<file path="config.mk">
export PLATFORM = sky130hd
export DESIGN_NAME = multi_match_timer
export DESIGN_NICKNAME = d
export VERILOG_FILES = /design/src/rtl/mmt_pkg.sv /design/src/rtl/mmt_prescaler.sv /design/src/rtl/mmt_counter.sv /design/src/rtl/mmt_match.sv /design/src/rtl/multi_match_timer.sv
export SDC_FILE = /design/constraint.sdc
export NUM_CORES = 1
export LEC_CHECK = 0
export ABC_AREA = 1
export BUFFER_PORTS_ARGS = -buffer_cell sky130_fd_sc_hd__buf_2
export CAP_MARGIN = 20
export CORE_ASPECT_RATIO = 0.8
export CORE_MARGIN = 3
export CORE_UTILIZATION = 55
export CTS_BUF_LIST = sky130_fd_sc_hd__clkbuf_8
export DETAILED_ROUTE_END_ITERATION = 12
export HOLD_SLACK_MARGIN = 0.12
export PLACE_DENSITY = 0.77
export SLEW_MARGIN = 20
export SYNTH_ARGS = -nofsm -noshare
export SYNTH_HDL_FRONTEND = slang
export SYNTH_SLANG_ARGS = --single-unit
</file>
<file path="constraint.sdc">
create_clock -name clk_i -period 5.2 [get_ports clk_i]
set_input_delay 0.26 -clock clk_i [delete_from_list [all_inputs] [get_ports clk_i]]
set_output_delay 0.26 -clock clk_i [all_outputs]
set_load 0.02 [all_outputs]
</file>
<file path="src/rtl/mmt_pkg.sv">
package mmt_pkg;
  localparam int NUM_CH = 6;
  localparam int WDT_CH = 5;
  localparam int DATA_W = 32;
  localparam int IDX_W  = 4;

  typedef logic [IDX_W-1:0] reg_idx_t;

  localparam reg_idx_t IDX_CNT_LO = 4'd0;
  localparam reg_idx_t IDX_CNT_HI = 4'd1;
  localparam reg_idx_t IDX_MATCH0 = 4'd2;
  localparam reg_idx_t IDX_STATUS = 4'd8;
  localparam reg_idx_t IDX_IEN    = 4'd9;
  localparam reg_idx_t IDX_WDEN   = 4'd10;
  localparam reg_idx_t IDX_DIV    = 4'd11;
  localparam reg_idx_t IDX_LATCH  = 4'd12;
  localparam reg_idx_t IDX_LAT_LO = 4'd13;
  localparam reg_idx_t IDX_LAT_HI = 4'd14;
endpackage

</file>
<file path="src/rtl/mmt_prescaler.sv">
module mmt_prescaler #(
  parameter int DIV_W = 16
) (
  input  logic             clk_i,
  input  logic             rst_ni,
  input  logic [DIV_W-1:0] div_i,
  input  logic             restart_i,
  output logic             tick_o
);
  localparam int PC_W = DIV_W + 1;

  logic [PC_W-1:0] pc_q;
  logic [PC_W-1:0] term;

  // period is 2*(div+1): terminal phase is 2*div+1
  assign term   = {div_i, 1'b1};
  assign tick_o = (pc_q == term) && !restart_i;

  always_ff @(posedge clk_i or negedge rst_ni) begin
    if (!rst_ni)               pc_q <= '0;
    else if (restart_i)        pc_q <= '0;
    else if (pc_q == term)     pc_q <= '0;
    else                       pc_q <= pc_q + 1'b1;
  end

  AST_TICK_GAP: assert property (@(posedge clk_i) disable iff (!rst_ni)
    tick_o |=> !tick_o);
  AST_RESTART_QUIET: assert property (@(posedge clk_i) disable iff (!rst_ni)
    restart_i |=> !tick_o);
endmodule

</file>
<file path="src/rtl/mmt_counter.sv">
module mmt_counter #(
  parameter int W = 32
) (
  input  logic           clk_i,
  input  logic           rst_ni,
  input  logic           tick_i,
  input  logic           ld_lo_i,
  input  logic           ld_hi_i,
  input  logic [W-1:0]   wdata_i,
  input  logic           snap_i,
  output logic [2*W-1:0] cnt_o,
  output logic [2*W-1:0] lat_o,
  output logic [W-1:0]   next_lo_o
);
  localparam int CW = 2 * W;

  logic [CW-1:0] cnt_q, lat_q;
  logic          load;

  assign load      = ld_lo_i || ld_hi_i;
  assign next_lo_o = cnt_q[W-1:0] + 1'b1;
  assign cnt_o     = cnt_q;
  assign lat_o     = lat_q;

  always_ff @(posedge clk_i or negedge rst_ni) begin
    if (!rst_ni) begin
      cnt_q <= '0;
    end else if (load) begin
      if (ld_lo_i) cnt_q[W-1:0]  <= wdata_i;
      if (ld_hi_i) cnt_q[CW-1:W] <= wdata_i;
    end else if (tick_i) begin
      cnt_q <= cnt_q + 1'b1;
    end
  end

  always_ff @(posedge clk_i or negedge rst_ni) begin
    if (!rst_ni)     lat_q <= '0;
    else if (snap_i) lat_q <= cnt_q;
  end

  AST_CNT_STEP: assert property (@(posedge clk_i) disable iff (!rst_ni)
    (tick_i && !load) |=> cnt_q == $past(cnt_q) + 1'b1);
  AST_CNT_HOLD: assert property (@(posedge clk_i) disable iff (!rst_ni)
    (!tick_i && !load) |=> $stable(cnt_q));
  AST_SNAP_COPY: assert property (@(posedge clk_i) disable iff (!rst_ni)
    snap_i |=> lat_q == $past(cnt_q));
  AST_SNAP_HOLD: assert property (@(posedge clk_i) disable iff (!rst_ni)
    !snap_i |=> $stable(lat_q));
endmodule

</file>
<file path="src/rtl/mmt_match.sv">
module mmt_match #(
  parameter int NUM_CH = 6,
  parameter int W      = 32
) (
  input  logic                       clk_i,
  input  logic                       rst_ni,
  input  logic                       tick_i,
  input  logic                       load_i,
  input  logic [W-1:0]               next_lo_i,
  input  logic [NUM_CH-1:0]          match_wr_i,
  input  logic [W-1:0]               wdata_i,
  input  logic [NUM_CH-1:0]          clr_i,
  output logic [NUM_CH-1:0][W-1:0]   match_o,
  output logic [NUM_CH-1:0]          hit_o,
  output logic [NUM_CH-1:0]          status_o
);
  logic [NUM_CH-1:0] status_q;

  for (genvar g = 0; g < NUM_CH; g++) begin : g_ch
    logic [W-1:0] m_q;
    always_ff @(posedge clk_i or negedge rst_ni) begin
      if (!rst_ni)           m_q <= '0;
      else if (match_wr_i[g]) m_q <= wdata_i;
    end
    assign match_o[g] = m_q;
    // compare against the value the counter is about to take
    assign hit_o[g]   = tick_i && !load_i && (next_lo_i == m_q);
  end

  always_ff @(posedge clk_i or negedge rst_ni) begin
    if (!rst_ni) status_q <= '0;
    else         status_q <= (status_q & ~clr_i) | hit_o;
  end
  assign status_o = status_q;

  AST_HIT_SETS: assert property (@(posedge clk_i) disable iff (!rst_ni)
    (|hit_o) |=> ((status_q & $past(hit_o)) == $past(hit_o)));
  AST_STICKY: assert property (@(posedge clk_i) disable iff (!rst_ni)
    1'b1 |=> ((~status_q & $past(status_q & ~clr_i)) == '0));
  AST_W1C: assert property (@(posedge clk_i) disable iff (!rst_ni)
    (|clr_i) |=> ((status_q & $past(clr_i & ~hit_o)) == '0));
endmodule

</file>
<file path="src/rtl/multi_match_timer.sv">
module multi_match_timer
  import mmt_pkg::*;
#(
  parameter int DIV_W = 16
) (
  input  logic              clk_i,
  input  logic              rst_ni,
  input  logic              wr_en_i,
  input  logic [IDX_W-1:0]  addr_i,
  input  logic [DATA_W-1:0] wdata_i,
  output logic [DATA_W-1:0] rdata_o,
  output logic              irq_o,
  output logic              wdt_rst_o
);
  logic wr_lo, wr_hi, wr_status, wr_ien, wr_wden, wr_div, snap;
  logic [NUM_CH-1:0] match_wr, clr, hit, status;
  logic [NUM_CH-1:0][DATA_W-1:0] match;
  logic [2*DATA_W-1:0] cnt, lat;
  logic [DATA_W-1:0] next_lo;
  logic tick;

  logic [NUM_CH-1:0] ien_q;
  logic              wden_q;
  logic [DIV_W-1:0]  div_q;
  logic              irq_q, wdt_q;

  assign wr_lo     = wr_en_i && (addr_i == IDX_CNT_LO);
  assign wr_hi     = wr_en_i && (addr_i == IDX_CNT_HI);
  assign wr_status = wr_en_i && (addr_i == IDX_STATUS);
  assign wr_ien    = wr_en_i && (addr_i == IDX_IEN);
  assign wr_wden   = wr_en_i && (addr_i == IDX_WDEN);
  assign wr_div    = wr_en_i && (addr_i == IDX_DIV);
  assign snap      = wr_en_i && (addr_i == IDX_LATCH) && wdata_i[0];
  assign clr       = wr_status ? wdata_i[NUM_CH-1:0] : '0;

  always_comb begin
    for (int n = 0; n < NUM_CH; n++)
      match_wr[n] = wr_en_i && (addr_i == IDX_MATCH0 + reg_idx_t'(n));
  end

  mmt_prescaler #(.DIV_W(DIV_W)) u_presc (
    .clk_i, .rst_ni, .div_i(div_q), .restart_i(wr_div), .tick_o(tick)
  );

  mmt_counter #(.W(DATA_W)) u_cnt (
    .clk_i, .rst_ni, .tick_i(tick), .ld_lo_i(wr_lo), .ld_hi_i(wr_hi),
    .wdata_i, .snap_i(snap), .cnt_o(cnt), .lat_o(lat), .next_lo_o(next_lo)
  );

  mmt_match #(.NUM_CH(NUM_CH), .W(DATA_W)) u_match (
    .clk_i, .rst_ni, .tick_i(tick), .load_i(wr_lo || wr_hi),
    .next_lo_i(next_lo), .match_wr_i(match_wr), .wdata_i, .clr_i(clr),
    .match_o(match), .hit_o(hit), .status_o(status)
  );

  always_ff @(posedge clk_i or negedge rst_ni) begin
    if (!rst_ni) begin
      ien_q  <= '0;
      wden_q <= 1'b0;
      div_q  <= '0;
      irq_q  <= 1'b0;
      wdt_q  <= 1'b0;
    end else begin
      if (wr_ien)  ien_q  <= wdata_i[NUM_CH-1:0];
      if (wr_wden) wden_q <= wdata_i[0];
      if (wr_div)  div_q  <= wdata_i[DIV_W-1:0];
      irq_q <= |(status & ien_q);
      wdt_q <= hit[WDT_CH] && wden_q;
    end
  end

  assign irq_o     = irq_q;
  assign wdt_rst_o = wdt_q;

  always_comb begin
    rdata_o = '0;
    case (addr_i)
      IDX_CNT_LO: rdata_o = cnt[DATA_W-1:0];
      IDX_CNT_HI: rdata_o = cnt[2*DATA_W-1:DATA_W];
      IDX_STATUS: rdata_o = {{(DATA_W-NUM_CH){1'b0}}, status};
      IDX_IEN:    rdata_o = {{(DATA_W-NUM_CH){1'b0}}, ien_q};
      IDX_WDEN:   rdata_o = {{(DATA_W-1){1'b0}}, wden_q};
      IDX_DIV:    rdata_o = {{(DATA_W-DIV_W){1'b0}}, div_q};
      IDX_LAT_LO: rdata_o = lat[DATA_W-1:0];
      IDX_LAT_HI: rdata_o = lat[2*DATA_W-1:DATA_W];
      default: begin
        for (int n = 0; n < NUM_CH; n++)
          if (addr_i == IDX_MATCH0 + reg_idx_t'(n)) rdata_o = match[n];
      end
    endcase
  end

  AST_WDT_PULSE: assert property (@(posedge clk_i) disable iff (!rst_ni)
    wdt_rst_o |=> !wdt_rst_o);
  AST_WDT_GATED: assert property (@(posedge clk_i) disable iff (!rst_ni)
    !wden_q |=> !wdt_rst_o);
  AST_IRQ_MASK: assert property (@(posedge clk_i) disable iff (!rst_ni)
    (ien_q == '0) |=> !irq_o);
endmodule

</file>
## Word-level counts from Yosys, hierarchy flattened

Index checks and enable logic that the tools add are counted.

- Muxes and demuxes: 14
- Equal/unequal tests: 23
- Div/mod/pow operators: 0
- Shift-type cells: 0
- Multipliers: 0
- Order comparisons: 0
- Reductions and logical operators: 31
- Add/subtract/negate cells: 3
- Bitwise operators: 4

Operators by type and width:

| cell | number |
|---|---|
| 32-bit two-way mux | 8 |
| 32-bit one-hot mux with 8 select lines | 1 |
| 32-bit == test | 6 |
| 64-bit two-way mux | 2 |
| 64-bit by 1-bit adder with 64-bit output (second input constant) | 1 |
| 17-bit two-way mux | 2 |
| 32-bit by 1-bit adder with 32-bit output (second input constant) | 1 |
| 4-bit == test (second input constant) | 7 |
| 1-bit logical AND | 23 |
| 17-bit by 1-bit adder with 17-bit output (second input constant) | 1 |
| 17-bit == test | 1 |
| 4-bit by 3-bit == test with 1-bit output (second input constant) | 4 |
| 6-bit bitwise AND | 2 |
| 4-bit by 2-bit == test with 1-bit output (second input constant) | 2 |
| 6-bit two-way mux | 1 |
| 6-bit NOT | 1 |
| 6-bit OR | 1 |
| 6-bit OR reduction | 1 |
| 4-bit by 1-bit == test with 1-bit output (second input constant) | 1 |
| 4-bit zero test | 1 |
| 2-bit inequality test (second input constant) | 2 |
| 2-bit AND reduction | 2 |
| 1-bit zero test | 2 |
| 2-bit nonzero test | 1 |
| 1-bit logical OR | 1 |

- Logic and storage cells: 91
- ROM bits: 0
- Bits in latches: 0
- Bits in registers: 368
- Input port bits: 39
- Bits in writable memories: 0
- Memories: 0

## Logic depth before layout (Yosys ltp)

- Depth in word-level cells: 8
- Mapped depth: 16

## Hierarchy

A second synthesis with hierarchy kept.

- Cells, all modules: 3,684
- Area, all modules: 24,339.6 um2

By module, submodules not included:

| module | instances | cells an instance | area an instance (um2) |
|---|---|---|---|
| mmt_match | 1 | 1,689 | 11,644.9 |
| mmt_counter | 1 | 950 | 7,373.3 |
| multi_match_timer | 1 | 850 | 4,026.4 |
| mmt_prescaler | 1 | 195 | 1,295.0 |

## Worst setup path after synthesis

No wires, ideal clock.

- Path type: reg2reg
- From: reg u_cnt.cnt_q[1] (netlist: u_cnt.cnt_o[1])
- To: reg u_match.status_q[5] (netlist: u_match.status_o[5])
- Setup time: 0.074 ns
- Slack: 3.229 ns
- Stages on the path, launching flop included: 16
- Data required time: 5.126 ns
- Arrival: 1.897 ns
- Cells stage by stage: dfrtp_1 -> ha_1 -> nand2_2 -> nor2_4 -> nand2_4 -> nor2_8 -> nand2_1 -> nand2_2 -> nand2_4 -> nand2_1 -> nand2_1 -> nor2_1 -> nand2_1 -> nor2_1 -> nand2_1 -> o21ai_2

- Cells in the longest elaborated chain, start to end: 4

RTL lines:

| what | line | RTL |
|---|---|---|
| start: declaration | mmt_counter.sv:17 | `logic [CW-1:0] cnt_q, lat_q;` |
| start signal: indexed assignment | mmt_counter.sv:29 | `if (ld_lo_i) cnt_q[W-1:0] <= wdata_i;` |
| start signal: indexed assignment | mmt_counter.sv:30 | `if (ld_hi_i) cnt_q[CW-1:W] <= wdata_i;` |
| start signal: assignment | mmt_counter.sv:32 | `cnt_q <= cnt_q + 1'b1;` |
| 32-bit by 1-bit adder with 32-bit output | mmt_counter.sv:21 | `assign next_lo_o = cnt_q[W-1:0] + 1'b1;` |
| 32-bit == test | mmt_match.sv:27 | `assign hit_o[g] = tick_i && !load_i && (next_lo_i == m_q);` |
| 1-bit logical AND | mmt_match.sv:27 |  |
| 6-bit OR | mmt_match.sv:32 | `else status_q <= (status_q & ~clr_i) \| hit_o;` |
| end signal: assignment | mmt_match.sv:32 |  |
| end: declaration | mmt_match.sv:17 | `logic [NUM_CH-1:0] status_q;` |

Every way passes these cells.
A chain may end at the register's enable or synchronous reset.

## Worst setup path in the final report

- From: in addr_i[0]
- To: out rdata_o[15]

- Cells in the longest elaborated chain, start to end: 8

RTL lines:

| what | line | RTL |
|---|---|---|
| start: declaration | multi_match_timer.sv:9 | `input logic [IDX_W-1:0] addr_i,` |
| 4-bit by 2-bit == test with 1-bit output | multi_match_timer.sv:88 | `if (addr_i == IDX_MATCH0 + reg_idx_t'(n)) rdata_o = match[n];` |
| 32-bit two-way mux (6 in series) | multi_match_timer.sv:88 |  |
| 32-bit one-hot mux with 8 select lines * | multi_match_timer.sv:77 | `case (addr_i)` |
| end: declaration | multi_match_timer.sv:11 | `output logic [DATA_W-1:0] rdata_o,` |

Every way passes the cells marked *; elsewhere a longest branch is shown, timed or not.

==> key figures <==
Run status
  • Status: finished, final reports clean

Floorplanning
  • Placeable Area: 38500 um2
  • Die footprint: 41700 um2
  • Initial core utilization: 56.1%
  • FP Rows: 64
  • Io pins: 73
  • Die Wd: 228 um
  • Die Ht: 183 um

CTS
  • Post-CTS Repair Setup Buffers: 0
  • CTS tree: yes
  • Reg clk slew, reported paths: 60 ps
  • # H-tree levels: 2
  • Root buffer cell: clkbuf_8
  • Cts bufs inserted: 61
  • Post-cts gate resize count: 0
  • Clk sinks: 368
  • Later-pin clock latency in the skew report: 660 ps
  • CTS Buffer Depth: 3

Final layout
  • P&R area growth vs syn: 12.0%
  • Most common cell after layout, fill and taps aside: nand2_1
  • Final net count: 3172
  • Post-route cell area: 24200 um2
  • Layout fillers: 3540
  • Most frequent cells in the layout: 1042 x nand2_1, 391 x o21ai_0, 368 x dfrtp_1, 333 x inv_1, 223 x nor2_1
  • Layout cell share with drive strength beyond 1: 8.72%

Routing
  • Vias: 22430
  • WL per Instance: 22.3 um
  • DRC viols: 0
  • Drt pass-1 iters: 9
  • Via-to-Cell Ratio: 6.05
  • Post-Route WL: 82.7 mm
  • Post-route ant nets: 0
  • DR iter-0 viols: 3181

Place
  • Port Buf Inserts: 72
  • Placed cell areas: 22500 um2
  • Routability cong.: 1.08
  • Pre-CTS setup slack: 1980 ps
  • HPWL Detailed: 61.5 mm

Worst setup path
  • Worst path cell trace: dlygate4sd3_1 > buf_2 > nand2_1 > nor2_1 > clkinv_1 > o211ai_1 > buf_2
  • Arrival time worst endpoint: 3270 ps
  • Critical path depth: 7
  • Startpoint types: input port
  • Crit-path leading delay family: buffers and inverters
  • Top cell by count, worst path: buf_2
  • R2R cell count: 15
  • CP max stage cell: clkinv_1
  • Worst EP required: 4940 ps
  • Crit path buf inv count: 4
  • Worst-path fanout max: 27
  • Worst setup EP type: output port
  • CP peak stage delay: 870 ps
  • Crit Path Class: input port to output port

STA
  • Count of pins over their slew limit: 0
  • Final worst path period need: 3530 ps
  • Hold Fails Final Rpt: 0
  • F_max: 283 MHz
  • Tcrit/Tclk final: 67.9%
  • Setup-failing EPs final: 0
  • RSZ-0062 raised after global routing: false
  • Slack of the critical path: 1670 ps
  • Worst slew margin: 26.9%
  • Setup Skew: 38.9 ps
  • Setup TNS Final: 0 ps
  • Slew at the pin with the worst max-slew slack: 1100 ps

Yosys
  • Synthesis Warnings: 0
  • Synth Area per Inst: 7.10 um2
  • Post-synth EDFFs: 0
  • Async SR Flop Fraction: 100%
  • Synthesized netlist cell count: 3043
  • Yosys cell types: 47
  • Yosys reg bits: 368
  • Cell area after synthesis: 21600 um2
  • Mapped Nets: 3084
  • Main flop type after synthesis: dfrtp_1
  • Sequential-to-total area share from yosys stat: 42.6%

Global route
  • Met3 Usage GRT: 12.0%
  • GRT busiest layer: met1
  • GR Overflow Total: 0
  • Met1 usage: 58.8%
  • First-pass GRT wire length: 125 mm
  • Largest net degree at the start of global routing: 135
  • Global-route usage over all layers: 39.7%
  • GR Util met2: 54.5%
  • Vias in the first global route: 20782
  • Initial antenna violation count: 1

Pwr
  • P per Cell Area: 423 nW/um2
  • Leakage: 11.9 nW
  • Worst vdd ir: 276 uV

Job
  • MaxCap Viol Count: 0

Min path
  • Worst Hold Class: input port to async pin
[repair_timing]
action,CTS,global route
hold endpoints to repair,287,0
hold buffers,36,0
setup endpoints to repair,0,0
[worst paths after layout]
check	from	slack, ps	endpoint
worst min register to register	u_cnt.lat_o[3]	490	u_cnt.lat_o[3]
max in group asynchronous	rst_ni	3550	u_match.g_ch[4].m_q[28]
min in group clk_i	wr_en_i	340	u_match.g_ch[5].m_q[1]
worst min-delay path	rst_ni	280	u_presc.pc_q[5]
worst max register to register	u_cnt.cnt_o[0]	1970	u_match.status_o[3]
worst max-delay path	addr_i[0]	1670	rdata_o[15]
[sequential cells by signal, indices dropped and copies added, names as in the netlist]
signal	flops
u_cnt.cnt_o	64
irq_o	1
ien_q	6
u_match.status_o	6
u_presc.pc_q	17
wdt_rst_o	1
u_match.g_ch.m_q	192
wden_q	1
u_cnt.lat_o	64
div_q	16
[cell families after synthesis]
logic type | after synthesis | synth area share (%)
adder cells (fa/ha/maj) | 2 | 0.116
AO/OA/AOI/OAI | 600 | 16.0
flip-flops | 368 | 42.6
buffers and inverters | 433 | 7.59
XOR/XNOR | 94 | 3.81
AND/OR/NAND/NOR | 1546 | 29.9
[where the power goes]
group	switching (mW)	internal, mW
clock network	1.24	1.55
registers	0.660	3.50
logic	2.25	1.02
[cell usage after synthesis (3+ instances only)]
cell type / number / area [um2]
a211oi_1: 11 / 82.6
a21oi_1: 27 / 135
a221oi_1: 42 / 368
a22o_1: 3 / 26.3
a31oi_1: 24 / 150
buf_1: 4 / 15.0
buf_2: 10 / 50.1
clkbuf_1: 94 / 353
clkinv_1: 4 / 15.0
dfrtp_1: 368 / 9210
inv_1: 319 / 1200
nand2_1: 1051 / 3950
nand2_2: 29 / 181
nand2_4: 10 / 113
nand3_1: 121 / 606
nand3_2: 4 / 40.0
nand3b_1: 11 / 82.6
nand4_1: 35 / 219
nor2_1: 228 / 856
nor2_2: 6 / 37.5
nor2_4: 6 / 67.6
nor2_8: 3 / 60.1
nor3_1: 27 / 135
nor4_1: 3 / 18.8
o2111ai_1: 3 / 26.3
o211ai_1: 30 / 225
o21ai_0: 391 / 1960
o21ai_1: 3 / 15.0
o221ai_1: 18 / 158
o22ai_1: 41 / 257
or2_2: 5 / 31.3
xnor2_1: 10 / 87.6
xor2_1: 84 / 736
[layer usage]
metal / routed length, um / vias to the layer above / part of all wire [%]
li1: - / 10088 / -
met3: 11800 / 221 / 14
met4: 3530 / 2 / 4.3
met2: 33100 / 1511 / 40
met1: 34300 / 10608 / 41
met5: 12 / - / 0.015
[cell type report]
class / count / area (um2) / area share [%]
multi-input cells: 2242 / 10800 / 44.7
well taps: 528 / 661 / 2.73
flip-flops and latches: 368 / 9210 / 38.0
clock inverters: 29 / 231 / 0.956
clock buffers: 79 / 1090 / 4.49
inverters: 325 / 1220 / 5.05
repair buffers: 133 / 968 / 4.00
diodes: 2 / 5.00 / 0.0207
[stage by stage]
stage	total power, mW	util [%]	instances	hold WS, ps
3_5_place_dp	7.31	58.3	3558	383
2_1_floorplan	6.15	-	3043	-35.6
3_3_place_gp	7.21	58.3	3558	372
4_1_cts	10.1	62.7	3702	281
5_1_grt	10.8	62.8	3704	330
6_report	10.2	62.8	3706	276
No activity file was read; power rests on OpenSTA's default activity.
